===== src/rtl/rot_ext_rev.sv =====
module rot_ext_rev #(
  parameter logic [3:0] NO_ACC = 4'hF
) (
  input  logic        clk,
  input  logic        rst_n,
  input  logic [31:0] src_val,
  input  logic [31:0] acc_val,
  input  logic [3:0]  acc_reg,
  input  logic [1:0]  rot_sel,
  input  logic        sgn,
  input  logic        half_sel,
  input  logic [2:0]  op_sel,
  output logic [31:0] res,
  output logic        bad_op
);
  localparam logic [2:0] OP_REV  = 3'd1;
  localparam logic [2:0] OP_EXT  = 3'd3;
  localparam logic [2:0] OP_HREV = 3'd5;

  logic [4:0]  shamt;
  logic [31:0] rot_v, ext_v, sum_v, hrev_v, nxt;
  logic        nxt_bad;

  assign shamt  = {rot_sel, 3'b000};
  assign rot_v  = (src_val >> shamt) | (src_val << (6'd32 - {1'b0, shamt}));
  assign ext_v  = half_sel ? {{16{sgn & rot_v[15]}}, rot_v[15:0]}
                           : {{24{sgn & rot_v[7]}},  rot_v[7:0]};
  assign sum_v  = (acc_reg == NO_ACC) ? ext_v : acc_val + ext_v;
  assign hrev_v = sgn ? {{16{src_val[7]}}, src_val[7:0], src_val[15:8]}
                      : {src_val[23:16], src_val[31:24], src_val[7:0], src_val[15:8]};

  always_comb begin
    nxt     = '0;
    nxt_bad = 1'b0;
    case (op_sel)
      OP_REV:  nxt = {src_val[7:0], src_val[15:8], src_val[23:16], src_val[31:24]};
      OP_EXT:  nxt = sum_v;
      OP_HREV: nxt = hrev_v;
      default: nxt_bad = 1'b1;
    endcase
  end

  always_ff @(posedge clk) begin
    if (!rst_n) begin
      res    <= '0;
      bad_op <= 1'b0;
    end else begin
      res    <= nxt;
      bad_op <= nxt_bad;
    end
  end
endmodule



===== config.mk =====
export PLATFORM = sky130hd
export DESIGN_NAME = rot_ext_rev
export DESIGN_NICKNAME = d
export VERILOG_FILES = /design/src/rtl/rot_ext_rev.sv
export SDC_FILE = /design/constraint.sdc
export NUM_CORES = 1
export LEC_CHECK = 0
export BUFFER_PORTS_ARGS = -buffer_cell sky130_fd_sc_hd__buf_2
export CORE_MARGIN = 2
export CORE_UTILIZATION = 50
export CTS_CLUSTER_SIZE = 12
export DETAILED_ROUTE_END_ITERATION = 7
export PLACE_DENSITY_LB_ADDON = 0.25
export REMOVE_ABC_BUFFERS = 1
export SKIP_LAST_GASP = 1
export SYNTH_ARGS = -nofsm -noshare
export SYNTH_HDL_FRONTEND = slang
export SYNTH_SLANG_ARGS = --single-unit

===== constraint.sdc =====
create_clock -name clk -period 11.03 [get_ports clk]
set_input_delay 0.5515 -clock clk [delete_from_list [all_inputs] [get_ports clk]]
set_output_delay 0.5515 -clock clk [all_outputs]
set_load 0.02 [all_outputs]

==> run summary <==
Die W = 93.1 um
Total Nets Final = 754
Place WS = 5470 ps
Mean Syn Cell Area = 7.20 um2
Setup crit end kind = flip-flop
total gr overflow = 0
Critical Path Fanout Max = 22
Root Driver = clkbuf_8
Num CTS Buffers = 5
Tightest Hold Check Type = input port to flip-flop
Yosys cell types = 63
Routed WL per cell = 19.7 um
crit-path cells = buf_2 -> inv_1 -> ha_1 -> o21ai_1 -> a221oi_2 -> a31oi_2 -> nand2_1 -> o22ai_2 -> ha_1 -> nand2_1 -> or4_1 -> nor3_1 -> a221oi_1 -> o211ai_1 -> a21oi_1 -> xnor2_1 -> a21oi_1
#FFs+latches synth = 33
Max Buffers Root-to-Sink = 2
GRT Total Usage = 33.2%
Worst EP arrival = 5490 ps
dpl hpwl = 11.5 mm
Seq/Total Area, Yosys = 16.6%
P&R area growth vs syn = 16.6%
CTS tree = built
most frequent cell after synthesis = nor2_1
pin count of the biggest net entering global routing = 32
main area contributors after synthesis = dfxtp_1, ha_1, a21oi_1
final worst slack = 5720 ps
Peak VDD IR = 0.0441 mV
First-pass DRT Iterations = 6
CP max-delay cell = o22ai_2
final RePlAce weighted congestion = 0.962
Hold Buf Count CTS = 0
core area = 0.00773 mm2
critical path's top delay family = compound AO/OA/AOI/OAI gates
Final Hold Fails = 0
CP Class = input port to flip-flop
Top-Level Pins = 110
DRT antenna net count = 0
Final Slew Violations = 0
Synth top cells by count = nor2_1, a21oi_1, nand2_1
measured slew at the worst slew-check pin = 1070 ps
Vias = 4792
Pwr Density = 105 mW/mm2
Leakage = 0.00203 uW
Util after Layout = 59.9%
Row Count = 32
fmax = 188 MHz
sw power = 216 uW
vias in the first global route = 4308
clock power share = 19.5%
Switching Fraction = 44.6%
total power = 484 uW
Yosys top cell by area = dfxtp_1
synthesized instance count = 551
Ys Warns = 0
Worst slew margin = 28.4%
RSZ-0062 raised after global routing = no
worst path bufs/invs = 2
Post-route DRC = 0
I/O Buffers = 109
setup TNS = 0 ps
minimum clock period = 5310 ps
CTS Sinks = 33
Initial Util = 51.4%
EDFF count, synth = 0
first-pass GRT wire length = 22.6 mm
Synth Cell Area = 0.00397 mm2
filler cell count = 754
Seq pwr share = 25.5%
post_cts resized = 0
detailed router's first-iteration violation count = 677
CP startpoint kind = input port
logic gate share of total power = 54.9%
Vias/cell = 6.46
# diodes = 0
Die Span Y = 93.1 um
status = completed
Final setup viols = 0
Clk pin slew, worst setup/hold paths = 80 ps
Int Power = 268 uW
die area = 0.00867 mm2
post-synth top area share = 16.6%
initial antenna violation count = 0
Most used DFF post-synth = dfxtp_1
number of H-tree levels = 2
Tcrit/Tclk final = 48.1%
Max stage delay on crit path = 730 ps
Post-synth ARST share = 0%
DRT Wirelength = 14.6 mm
max cap viols = 0
Worst EP required = 11220 ps
worst hold slack = 500 ps
share of cells above drive strength 1 = 22.2%
Post-CTS Setup Bufs = 0
[flip-flops by register name (all words and copies together), names as in the netlist]
signal  flops
res        32
bad_op      1
[kinds of logic (layout without fill, tap and decap cells)]
group                      after synthesis  count (layout)  synth area share, %
xor gates and xnor gates                27              27                 5.96
muxes                                   11              11                 2.99
DFF                                     33              33                 16.6
adders and majority gates               38              38                 12.2
buffers and inverters                   50             139                 5.14
and+or+nand+nor                        177             177                 20.3
AOI/OAI and AO/OA                      215             215                 36.8
[per-stage QoR]
step | cell area (um2) | cells
floorplan | 3830 | 518
global placement | 4540 | 734
detailed placement | 4540 | 734
CTS | 4630 | 742
global route | 4630 | 742
finish | 4630 | 742
[metal layers]
layer  wire (um)  vias to the layer above  global-route usage [%]
li1            -                     2238                       -
met1        6460                     2188                    48.6
met2        6210                      332                    52.0
met3        1640                       34                    3.71
met4         325                        0                    7.72
met5           0                        -                       0
[worst paths after layout]
check	endpoint	from	slack (ps)	cells past startpoint
hold / removal	bad_op	rst_n	500	2
setup / recovery	res[31]	rot_sel[0]	5720	17
[power groups by stage]
stage / Sequential [uW] / Clock (uW) / Combinational [uW]
final: 124 / 94.5 / 266
after global routing: 124 / 102 / 288
after CTS: 124 / 97.4 / 257
after detailed placement: 126 / 0 / 256
after global placement: 126 / 0 / 252
after floorplan: 131 / 0 / 172
[placed cells by master (no fill, tap or decap), types with 5 or more instances in the layout]
cell / instances
a21boi_0: 5
a21o_1: 9
a21oi_1: 56
a221oi_1: 17
a222oi_1: 16
a22oi_1: 7
a311oi_1: 6
a31oi_1: 6
buf_2: 109
buf_4: 5
clkbuf_8: 5
dfxtp_1: 33
ha_1: 37
inv_1: 17
mux2i_1: 7
nand2_1: 53
nand3_1: 13
nand4_1: 5
nor2_1: 62
nor2b_1: 15
nor3_1: 11
o211ai_1: 6
o21ai_0: 44
o21ai_1: 8
o22ai_1: 6
xnor2_1: 17
xor2_1: 10
[area by class of cell]
class | count | area [um2] | share of cell area [%]
Clock buffer | 5 | 68.8 | 1.49
Tap cell | 102 | 128 | 2.76
Inverter | 17 | 63.8 | 1.38
Timing Repair Buffer | 114 | 583 | 12.6
Multi-Input combinational cell | 468 | 3100 | 67.1
Clock inverter | 3 | 17.5 | 0.379
Sequential cell | 33 | 661 | 14.3
Power figures use the tool's default switching activity.
